File: src/rtl/dxu_pkg.sv
package dxu_pkg;
  localparam int PAGE_SHIFT = 12;
  localparam int ENT_SHIFT  = 3;
  localparam int HADDR_W    = 48;
  localparam int RPN_W      = HADDR_W - PAGE_SHIFT;
  localparam int HUB_W      = 6;
  localparam int ENTRY_W    = 64;

  typedef struct packed {
    logic [RPN_W-1:0] rpn;
    logic [HUB_W-1:0] hub;
    logic             wr_ok;
    logic             rd_ok;
  } xlate_t;

  function automatic xlate_t unpack_entry(input logic [ENTRY_W-1:0] e);
    xlate_t x;
    x.rpn   = e[PAGE_SHIFT+RPN_W-1:PAGE_SHIFT];
    x.hub   = e[HUB_W+1:2];
    x.wr_ok = e[1];
    x.rd_ok = e[0];
    return x;
  endfunction
endpackage

File: src/rtl/dxu_addr_gen.sv
module dxu_addr_gen
  import dxu_pkg::*;
#(
  parameter int IOPN_W = 20
) (
  input  logic [HADDR_W-1:0] tbl_base,
  input  logic [IOPN_W:0]    tbl_limit,
  input  logic [IOPN_W-1:0]  page,
  output logic [HADDR_W-1:0] ent_addr,
  output logic               over_limit
);
  localparam int PAD_W = HADDR_W - IOPN_W - ENT_SHIFT;

  assign ent_addr   = tbl_base + {{PAD_W{1'b0}}, page, {ENT_SHIFT{1'b0}}};
  assign over_limit = ({1'b0, page} >= tbl_limit);
endmodule

File: src/rtl/dxu_perm.sv
module dxu_perm
  import dxu_pkg::*;
#(
  parameter bit HUB_CHECK = 1'b1
) (
  input  xlate_t           ent,
  input  logic             is_write,
  input  logic [HUB_W-1:0] bus_id,
  output logic             grant
);
  logic dir_ok;
  logic hub_ok;

  assign dir_ok = is_write ? ent.wr_ok : ent.rd_ok;

  generate
    if (HUB_CHECK) begin : g_hub
      assign hub_ok = (ent.hub == bus_id);
    end else begin : g_nohub
      logic unused_bus;
      assign unused_bus = ^bus_id;
      assign hub_ok = 1'b1;
    end
  endgenerate

  assign grant = dir_ok && hub_ok;
endmodule

File: src/rtl/dxu_tlb.sv
module dxu_tlb
  import dxu_pkg::*;
#(
  parameter int TAG_W = 20,
  parameter int DEPTH = 8
) (
  input  logic             clk,
  input  logic             rst,
  input  logic [TAG_W-1:0] lk_tag,
  output logic             lk_hit,
  output xlate_t           lk_data,
  input  logic             fill_en,
  input  logic [TAG_W-1:0] fill_tag,
  input  xlate_t           fill_data,
  input  logic             flush
);
  localparam int PTR_W = (DEPTH > 1) ? $clog2(DEPTH) : 1;
  localparam logic [PTR_W-1:0] LAST = PTR_W'(DEPTH - 1);

  logic [DEPTH-1:0] vld;
  logic [TAG_W-1:0] tags [DEPTH];
  xlate_t           ents [DEPTH];
  logic [PTR_W-1:0] ptr;
  logic [DEPTH-1:0] hv;

  generate
    for (genvar i = 0; i < DEPTH; i++) begin : g_cmp
      assign hv[i] = vld[i] && (tags[i] == lk_tag);
    end
  endgenerate

  assign lk_hit = |hv;

  always_comb begin
    lk_data = '0;
    for (int i = 0; i < DEPTH; i++) begin
      if (hv[i]) lk_data = xlate_t'(lk_data | ents[i]);
    end
  end

  always_ff @(posedge clk) begin
    if (rst || flush) begin
      vld <= '0;
      ptr <= '0;
    end else if (fill_en) begin
      vld[ptr] <= 1'b1;
      ptr      <= (ptr == LAST) ? '0 : ptr + 1'b1;
    end
  end

  always_ff @(posedge clk) begin
    if (fill_en && !flush) begin
      tags[ptr] <= fill_tag;
      ents[ptr] <= fill_data;
    end
  end
endmodule

File: src/rtl/dma_xlate_unit.sv
module dma_xlate_unit
  import dxu_pkg::*;
#(
  parameter int IOA_W     = 32,
  parameter int TLB_DEPTH = 8,
  parameter bit HUB_CHECK = 1'b1
) (
  input  logic               clk,
  input  logic               rst,
  input  logic [47:0]        cfg_tbl_base,
  input  logic [IOA_W-12:0]  cfg_tbl_limit,
  input  logic [5:0]         cfg_bus_id,
  input  logic               req_valid,
  output logic               req_ready,
  input  logic [IOA_W-1:0]   req_addr,
  input  logic               req_write,
  output logic               rsp_valid,
  output logic               rsp_fault,
  output logic [47:0]        rsp_haddr,
  output logic [IOA_W-1:0]   fault_addr,
  output logic               mem_rd_req,
  output logic [47:0]        mem_rd_addr,
  input  logic               mem_rd_rvalid,
  input  logic [63:0]        mem_rd_rdata,
  input  logic               flush_req,
  output logic               flush_done
);
  localparam int IOPN_W = IOA_W - PAGE_SHIFT;

  typedef enum logic {S_IDLE, S_WAIT} st_t;
  st_t st;

  logic [IOA_W-1:0]   q_addr;
  logic               q_write;
  logic [IOPN_W-1:0]  req_pg;
  logic [HADDR_W-1:0] ent_addr;
  logic               over;
  logic               hit;
  xlate_t             hit_ent;
  xlate_t             fetched;
  xlate_t             chk_ent;
  logic               chk_wr;
  logic               grant;
  logic               accept;
  logic               flush_go;
  logic               fill_en;

  assign req_pg    = req_addr[IOA_W-1:PAGE_SHIFT];
  assign req_ready = (st == S_IDLE) && !flush_req;
  assign accept    = req_valid && req_ready;
  assign flush_go  = flush_req && (st == S_IDLE);
  assign fetched   = unpack_entry(mem_rd_rdata);
  assign fill_en   = (st == S_WAIT) && mem_rd_rvalid && (fetched.rd_ok || fetched.wr_ok);
  assign chk_ent   = (st == S_WAIT) ? fetched : hit_ent;
  assign chk_wr    = (st == S_WAIT) ? q_write : req_write;

  dxu_addr_gen #(.IOPN_W(IOPN_W)) u_agen (
    .tbl_base   (cfg_tbl_base),
    .tbl_limit  (cfg_tbl_limit),
    .page       (req_pg),
    .ent_addr   (ent_addr),
    .over_limit (over)
  );

  dxu_tlb #(.TAG_W(IOPN_W), .DEPTH(TLB_DEPTH)) u_tlb (
    .clk       (clk),
    .rst       (rst),
    .lk_tag    (req_pg),
    .lk_hit    (hit),
    .lk_data   (hit_ent),
    .fill_en   (fill_en),
    .fill_tag  (q_addr[IOA_W-1:PAGE_SHIFT]),
    .fill_data (fetched),
    .flush     (flush_go)
  );

  dxu_perm #(.HUB_CHECK(HUB_CHECK)) u_perm (
    .ent      (chk_ent),
    .is_write (chk_wr),
    .bus_id   (cfg_bus_id),
    .grant    (grant)
  );

  always_ff @(posedge clk) begin
    if (rst) begin
      st          <= S_IDLE;
      rsp_valid   <= 1'b0;
      rsp_fault   <= 1'b0;
      rsp_haddr   <= '0;
      fault_addr  <= '0;
      mem_rd_req  <= 1'b0;
      mem_rd_addr <= '0;
      flush_done  <= 1'b0;
      q_addr      <= '0;
      q_write     <= 1'b0;
    end else begin
      rsp_valid  <= 1'b0;
      mem_rd_req <= 1'b0;
      flush_done <= 1'b0;
      case (st)
        S_IDLE: begin
          if (flush_go) begin
            flush_done <= 1'b1;
          end else if (accept) begin
            if (over || (hit && !grant)) begin
              rsp_valid  <= 1'b1;
              rsp_fault  <= 1'b1;
              rsp_haddr  <= '0;
              fault_addr <= req_addr;
            end else if (hit) begin
              rsp_valid <= 1'b1;
              rsp_fault <= 1'b0;
              rsp_haddr <= {hit_ent.rpn, req_addr[PAGE_SHIFT-1:0]};
            end else begin
              mem_rd_req  <= 1'b1;
              mem_rd_addr <= ent_addr;
              q_addr      <= req_addr;
              q_write     <= req_write;
              st          <= S_WAIT;
            end
          end
        end
        S_WAIT: begin
          if (mem_rd_rvalid) begin
            rsp_valid <= 1'b1;
            st        <= S_IDLE;
            if (grant) begin
              rsp_fault <= 1'b0;
              rsp_haddr <= {fetched.rpn, q_addr[PAGE_SHIFT-1:0]};
            end else begin
              rsp_fault  <= 1'b1;
              rsp_haddr  <= '0;
              fault_addr <= q_addr;
            end
          end
        end
        default: st <= S_IDLE;
      endcase
    end
  end
endmodule

File: config.mk
export PLATFORM = sky130hd
export DESIGN_NAME = dma_xlate_unit
export DESIGN_NICKNAME = d
export VERILOG_FILES = /design/src/rtl/dxu_pkg.sv /design/src/rtl/dxu_addr_gen.sv /design/src/rtl/dxu_perm.sv /design/src/rtl/dxu_tlb.sv /design/src/rtl/dma_xlate_unit.sv
export SDC_FILE = /design/constraint.sdc
export NUM_CORES = 1
export LEC_CHECK = 0
export BUFFER_PORTS_ARGS = -buffer_cell sky130_fd_sc_hd__buf_2
export CORE_MARGIN = 10
export CORE_UTILIZATION = 55
export DETAILED_ROUTE_END_ITERATION = 8
export PLACE_DENSITY = 0.81
export SLEW_MARGIN = 20
export SYNTH_ARGS = -nofsm -noshare
export SYNTH_HDL_FRONTEND = slang
export SYNTH_SLANG_ARGS = --single-unit
File: constraint.sdc
create_clock -name clk -period 9.85 [get_ports clk]
set_input_delay 1.97 -clock clk [delete_from_list [all_inputs] [get_ports clk]]
set_output_delay 1.97 -clock clk [all_outputs]
set_load 0.005 [all_outputs]
==> flow_metrics.py, run 1 <==
metrics = {
    "cts": {
        "insertion_delay_ns": 0.63,
        "cts_root_buffer": "clkbuf_16",
        "cts_tree": "built",
        "clock_path_buffers": 3,
        "cts_setup_buffers": 0,
        "clk_pin_slew_ns": 0.06,
        "postCtsHoldBufs": 0,
        "cts_buffers": 71,
        "htreeDepth": 3,
        "post_cts_resized": 0,
        "cts_sinks": 689,
    },
    "floorplan": {
        "placementRows": 84,
        "fp.dieW_um": 250.0,
        "die_y_um": 250.0,
        "core_um2": 52450,
        "start_util": 0.5546,
        "die-area_um2": 62490,
        "pin_count": 310,
    },
    "setup_path": {
        "worst_ep_arrival_time_ns": 6.56,
        "path_max_fanout": 39,
        "critPathMaxStageDelay_ns": 0.67,
        "crit_type": "in -> reg",
        "critPathLaunchType": "input pin",
        "cp_data_required_time_ns": 10.30,
        "worstPathCellList": "buf_2 > xor2_1 > or4_1 > nor4_1 > and4_1 > buf_4 > nor4_1 > nand2_1 > or3_2 > buf_4 > nor3b_1 > a31oi_1 > o311ai_0",
        "slowest_stage": "nor4_1",
        "end_kind": "register",
    },
    "detailed_routing": {
        "drc_errors": 0,
        "firstDrtPassIters": 5,
        "detail-route-antenna-nets": 0,
        "dr_wl_met3_um": 8190,
        "num_vias": 21063,
        "avgRoutedWirePerCell_um": 26.23,
        "drtIter0Drc": 2503,
        "routed.top_layer": "met5",
        "wl_met1_um": 31040,
        "wl_met2_um": 42620,
        "routed_wirelength_um": 86020,
        "viasPerCell": 6.422,
    },
    "run_status": {
        "status": "complete, no violations",
    },
    "final_layout": {
        "finalInstanceArea_um2": 33490,
        "areaGrowthSynthToFinish_pct": 15.12,
        "nets": 2750,
        "layout-drive-gt1-share": 0.1897,
    },
    "global_route": {
        "groute.usage.overall": 0.2631,
        "grt_pass1_wl_um": 126700,
        "overflow": 0,
        "grt_max_degree": 93,
        "grt_pass1_vias": 20600,
        "antenna_found_initial": 11,
    },
    "sta": {
        "layout_min_cycle_time_ns": 6.108,
        "hold_viol_final": 0,
        "drv_slew": 0,
        "setup_viol": 0,
        "rsz0062_at_grt": "no",
        "slew_headroom": 0.2598,
        "hold_slack_ns": 0.4540,
        "fin_crit_sh": 0.6201,
        "setup_tns_ns": 0,
        "setup_ws_ns": 3.742,
        "worst_pin_slew_ns": 1.095,
        "fin_worst_skew_ns": 0.02310,
        "fmax_mhz": 163.7,
    },
    "power_and_ir_drop": {
        "pwr-share-comb": 0.065,
        "pwr-share-seq": 0.506,
        "p_leak_nw": 12.14,
        "switchingPower_mw": 1.444,
        "switching_share": 0.2299,
        "power_density_nw_per_um2": 187.6,
        "peakVddDrop_mv": 0.1551,
        "internal-power_mw": 4.839,
        "total_power_mw": 6.283,
        "pwr-share-clk": 0.429,
    },
    "hold_path": {
        "min_path_type": "reg -> reg",
    },
    "yosys": {
        "synth_edf_count": 512,
        "netlist_area_um2": 29090,
        "ys_warn_count": 0,
        "synth_seq_cells": 689,
        "syn_nets": 2473,
        "synth-async-reset-ratio": 0,
        "netlist_instances": 2253,
        "ys_seq_area_frac": 0.6504,
        "syn_avg_cell_area_um2": 12.91,
        "synth_ff_type": "edfxtp_1",
        "synthDistinctLibCells": 79,
    },
    "flow_run": {
        "maxCapViolCount": 0,
    },
    "placement": {
        "dp_hpwl_um": 52910,
        "gp_congestion": 0.9339,
        "numPortBuffers": 289,
        "dpl_cell_area_um2": 31170,
        "dp_slack_ns": 3.301,
    },
}
[per-stage QoR]
step                        util  std cells
after detailed placement  0.5943       3145
final                     0.6385       3280
after CTS                 0.6383       3276
after floorplan                -       2253
after global routing      0.6384       3279
after global placement    0.5943       3145
[Yosys cell counts, drive strengths merged (4+ instances only)]
| master | instances | area, µm² |
|---|---|---|
| or4b | 4 | 40.04 |
| a22oi | 112 | 840.8 |
| a31oi | 49 | 306.5 |
| nor4 | 42 | 262.8 |
| nand4 | 53 | 331.6 |
| a32oi | 12 | 105.1 |
| nor3b | 4 | 30.03 |
| nand3b | 4 | 30.03 |
| inv | 106 | 397.9 |
| or3 | 7 | 43.79 |
| clkbuf | 76 | 285.3 |
| o21a | 12 | 90.09 |
| nor2 | 54 | 205.2 |
| a222oi | 4 | 40.04 |
| mux2i | 39 | 390.4 |
| o31ai | 4 | 30.03 |
| a21oi | 81 | 405.4 |
| mux2 | 30 | 337.8 |
| ha | 42 | 525.5 |
| a211oi | 19 | 147.6 |
| nor4b | 6 | 52.55 |
| xor2 | 86 | 753.2 |
| dfxtp | 177 | 3543 |
| or2 | 4 | 25.02 |
| a21o | 14 | 105.1 |
| or4 | 14 | 112.6 |
| o311ai | 6 | 52.55 |
| a32o | 4 | 40.04 |
| a221oi | 37 | 324.1 |
| o21ai | 63 | 315.3 |
| nand3 | 50 | 250.2 |
| a22o | 36 | 315.3 |
| edfxtp | 512 | 15370 |
| buf | 48 | 331.6 |
| and2 | 7 | 43.79 |
| nor3 | 39 | 195.2 |
| nor2b | 11 | 68.82 |
| nand2 | 202 | 758.2 |
| xnor2 | 103 | 902.1 |
| and3 | 14 | 87.58 |
| and4 | 19 | 166.4 |
| nand2b | 9 | 56.30 |
[metal layers]
layer,vias to the layer above,GRT usage
li1,9138,-
met1,10327,0.3154
met4,10,0.1384
met5,-,0
met2,1312,0.4411
met3,276,0.05429
[worst max-delay path: cells and delay by family]
family / cells / cell delay, ns
and+or+nand+nor: 7 / 2.56
buffers and inverters: 3 / 1.48
AOI/OAI and AO/OA: 2 / 0.29
xor gates and xnor gates: 1 / 0.16
[cell type report]
| class | count | area [µm²] |
|---|---|---|
| clock inverter | 25 | 316.6 |
| timing repair buffer | 328 | 1742 |
| sequential | 689 | 18920 |
| tap | 688 | 860.8 |
| antenna | 4 | 10.01 |
| multi-input combinational | 1333 | 9243 |
| fill | 3698 | 18960 |
| clock buffer | 106 | 1993 |
| inverter | 107 | 401.6 |
[final timing paths]
path	start	to	slack, ns	depth (start not counted)
setup / recovery	req_addr[25]	mem_rd_addr[39]$_SDFFE_PP0P_	3.74	13
hold / removal	fault_addr[14]$_SDFFE_PP0P_	fault_addr[14]$_SDFFE_PP0P_	0.45	2
hold reg to reg	fault_addr[14]$_SDFFE_PP0P_	fault_addr[14]$_SDFFE_PP0P_	0.45	2
setup reg to reg	u_tlb.tags[5][3]$_DFFE_PP_	mem_rd_addr[39]$_SDFFE_PP0P_	5.15	12
[flip-flops by register name, summed over array words and instances (netlist names)]
| signal | cells |
|---|---|
| flush_done | 1 |
| q_write | 1 |
| u_tlb.ptr | 3 |
| rsp_fault | 1 |
| u_tlb.tags | 160 |
| rsp_valid | 1 |
| mem_rd_req | 1 |
| u_tlb.ents | 352 |
| fault_addr | 32 |
| u_tlb.vld | 8 |
| st | 1 |
| q_addr | 32 |
| mem_rd_addr | 48 |
| rsp_haddr | 48 |
[cells in the final DEF (no fill, tap or decap), types with 39 or more instances in the layout]
| cell type | synthesis | final |
|---|---|---|
| nand4_1 | 53 | 53 |
| inv_1 | 106 | 106 |
| buf_2 | 22 | 288 |
| xnor2_1 | 103 | 103 |
| mux2i_1 | 39 | 39 |
| dfxtp_1 | 177 | 176 |
| edfxtp_1 | 512 | 512 |
| nor4_1 | 42 | 41 |
| xor2_1 | 86 | 86 |
| nand2_1 | 202 | 202 |
| clkbuf_16 | 0 | 72 |
| nand3_1 | 50 | 50 |
| o21ai_0 | 42 | 42 |
| a21oi_1 | 81 | 81 |
| a31oi_1 | 49 | 49 |
| ha_1 | 42 | 42 |
| nor2_1 | 53 | 46 |
| a22oi_1 | 112 | 112 |
| buf_4 | 4 | 40 |
[power groups by stage]
stage | Sequential [mW] | Combinational, mW | Clock, mW
after floorplan | 3.23 | 0.233 | 0
after global placement | 3.24 | 0.380 | 0
after detailed placement | 3.24 | 0.394 | 0
after CTS | 3.18 | 0.398 | 2.72
after global routing | 3.18 | 0.436 | 2.83
final | 3.18 | 0.406 | 2.70
[kinds of logic after synthesis]
group / Yosys count / share of synthesized area
fa+ha+maj: 43 / 0.01875
xor+xnor: 189 / 0.05691
compound gates: 483 / 0.1168
buf+inv: 231 / 0.03501
mux: 69 / 0.02503
flops: 689 / 0.6504
simple gates: 549 / 0.09708
No activity file was read; power rests on OpenSTA's default activity.
==> run 2: changes to the inputs <==
--- a/config.mk
+++ b/config.mk
@@ -7,9 +7,9 @@
 export LEC_CHECK = 0
 export BUFFER_PORTS_ARGS = -buffer_cell sky130_fd_sc_hd__buf_2
 export CORE_MARGIN = 10
-export CORE_UTILIZATION = 55
+export CORE_UTILIZATION = 53
 export DETAILED_ROUTE_END_ITERATION = 8
-export PLACE_DENSITY = 0.81
+export PLACE_DENSITY = 0.82
 export SLEW_MARGIN = 20
 export SYNTH_ARGS = -nofsm -noshare
 export SYNTH_HDL_FRONTEND = slang
==> constraint.sdc (replaced) <==
create_clock -name clk -period 4.9 [get_ports clk]
set_input_delay 0.98 -clock clk [delete_from_list [all_inputs] [get_ports clk]]
set_output_delay 0.98 -clock clk [all_outputs]
set_load 0.005 [all_outputs]
==> flow_metrics.py, run 2 (synthesis results as in run 1) <==
metrics = {
    "cts": {
        "clk_pin_slew_ns": 0.06,
        "cts_setup_buffers": 0,
        "clock_path_buffers": 3,
        "insertion_delay_ns": 0.64,
        "htreeDepth": 3,
        "cts_tree": "built",
        "post_cts_resized": 0,
        "cts_buffers": 70,
        "cts_sinks": 689,
        "cts_root_buffer": "clkbuf_16",
        "postCtsHoldBufs": 0,
    },
    "sta": {
        "slew_headroom": 0.2139,
        "setup_ws_ns": 0.6232,
        "setup_viol": 0,
        "fmax_mhz": 233.8,
        "rsz0062_at_grt": "no",
        "hold_viol_final": 0,
        "setup_tns_ns": 0,
        "layout_min_cycle_time_ns": 4.277,
        "fin_crit_sh": 0.8728,
        "fin_worst_skew_ns": 0.02940,
        "worst_pin_slew_ns": 1.179,
        "drv_slew": 0,
    },
    "floorplan": {
        "fp.dieW_um": 254.3,
        "die_y_um": 254.3,
        "core_um2": 54130,
        "placementRows": 85,
        "start_util": 0.5373,
        "die-area_um2": 64650,
        "pin_count": 310,
    },
    "global_route": {
        "groute.usage.overall": 0.2622,
        "overflow": 0,
        "grt_pass1_vias": 20856,
        "grt_max_degree": 86,
        "grt_pass1_wl_um": 127700,
        "antenna_found_initial": 25,
    },
    "final_layout": {
        "top_register": "u_tlb.ents",
        "fin_util": 0.6291,
        "layout-drive-gt1-share": 0.2042,
        "fin_cells": 3326,
        "largest_reg_flops": 352,
        "nets": 2777,
        "fillers": 3822,
        "layout_common_cells": "512 x edfxtp_1, 288 x buf_2, 202 x nand2_1",
        "mostFrequentLayoutCell": "edfxtp_1",
        "register_area_um2": 18920,
        "reg_top3": "u_tlb.ents (352), u_tlb.tags (160)",
        "areaGrowthSynthToFinish_pct": 17.08,
        "multiInputGateArea_um2": 9250,
    },
    "power_and_ir_drop": {
        "peakVddDrop_mv": 0.2945,
        "total_power_mw": 12.96,
        "p_leak_nw": 12.41,
        "power_density_nw_per_um2": 380.5,
    },
    "placement": {
        "dp_slack_ns": 0.1435,
        "dp_hpwl_um": 55040,
        "dp_cells": 3181,
        "numPortBuffers": 289,
        "gp_congestion": 0.9298,
    },
    "setup_path": {
        "critPathMaxStageDelay_ns": 0.90,
        "path_max_fanout": 48,
        "worst_ep_arrival_time_ns": 4.80,
        "end_kind": "register",
        "critPathLaunchType": "input pin",
        "worstPathCellList": "buf_2 > xor2_1 > nor4_1 > nand3_1 > nor3_1 > buf_4 > a2111oi_0 > a311o_1 > o2111ai_1 > or4_4 > o21ai_0",
        "slowest_stage": "or4_4",
        "cp_data_required_time_ns": 5.43,
        "crit_type": "in -> reg",
    },
    "detailed_routing": {
        "avgRoutedWirePerCell_um": 26.34,
        "firstDrtPassIters": 6,
        "drtIter0Drc": 2671,
        "detail-route-antenna-nets": 0,
        "num_vias": 21392,
        "routed_wirelength_um": 87620,
        "drc_errors": 0,
        "viasPerCell": 6.432,
    },
    "run_status": {
        "status": "complete, no violations",
    },
    "hold_path": {
        "min_path_type": "reg -> reg",
    },
    "flow_run": {
        "maxCapViolCount": 0,
    },
}
## run 2: cell type report
cell class,instances,area share
Multi-Input combinational cell,1333,0.2716
Inverter,107,0.01179
Clock inverter,33,0.01466
Tap cell,696,0.02557
Timing Repair Buffer,356,0.06025
Sequential cell,689,0.5556
Antenna cell,15,0.001102
Clock buffer,97,0.05945
## run 2: through the flow
stage / instance area (µm²) / hold WS, ns
after floorplan: 29100 / 0.4459
after global routing: 34050 / 0.4747
after global placement: 31490 / 0.4355
after CTS: 34020 / 0.4521
after detailed placement: 31490 / 0.4434
final: 34060 / 0.4558
## run 2: final timing paths
check	from	end	slack, ns	depth (start not counted)
max	req_addr[24]	rsp_haddr[34]$_SDFFE_PP0P_	0.62	11
max reg2reg	u_tlb.tags[3][6]$_DFFE_PP_	rsp_haddr[34]$_SDFFE_PP0P_	0.95	9
min	mem_rd_addr[6]$_SDFFE_PP0P_	mem_rd_addr[6]$_SDFFE_PP0P_	0.46	2
min reg2reg	mem_rd_addr[6]$_SDFFE_PP0P_	mem_rd_addr[6]$_SDFFE_PP0P_	0.46	2
## run 2: where the power goes
group	internal [mW]	switching (mW)	leakage [nW]	total [mW]
logic	0.309	0.535	5.06	0.844
registers	6.32	0.0736	6.13	6.39
clock network	3.37	2.35	1.23	5.72
total	10.0	2.96	12.4	13.0
## run 2: critical path, delay by kind of cell
family          cells  cell delay, ns
simple gates        4            1.24
compound gates      4            1.62
xor+xnor            1            0.29
buf+inv             2            0.62
## run 2: routing by layer
metal / wire (µm) / track usage
met1: 32260 / 0.3344
met2: 40940 / 0.4153
met3: 10690 / 0.06545
met4: 3581 / 0.1247
met5: 147 / 0
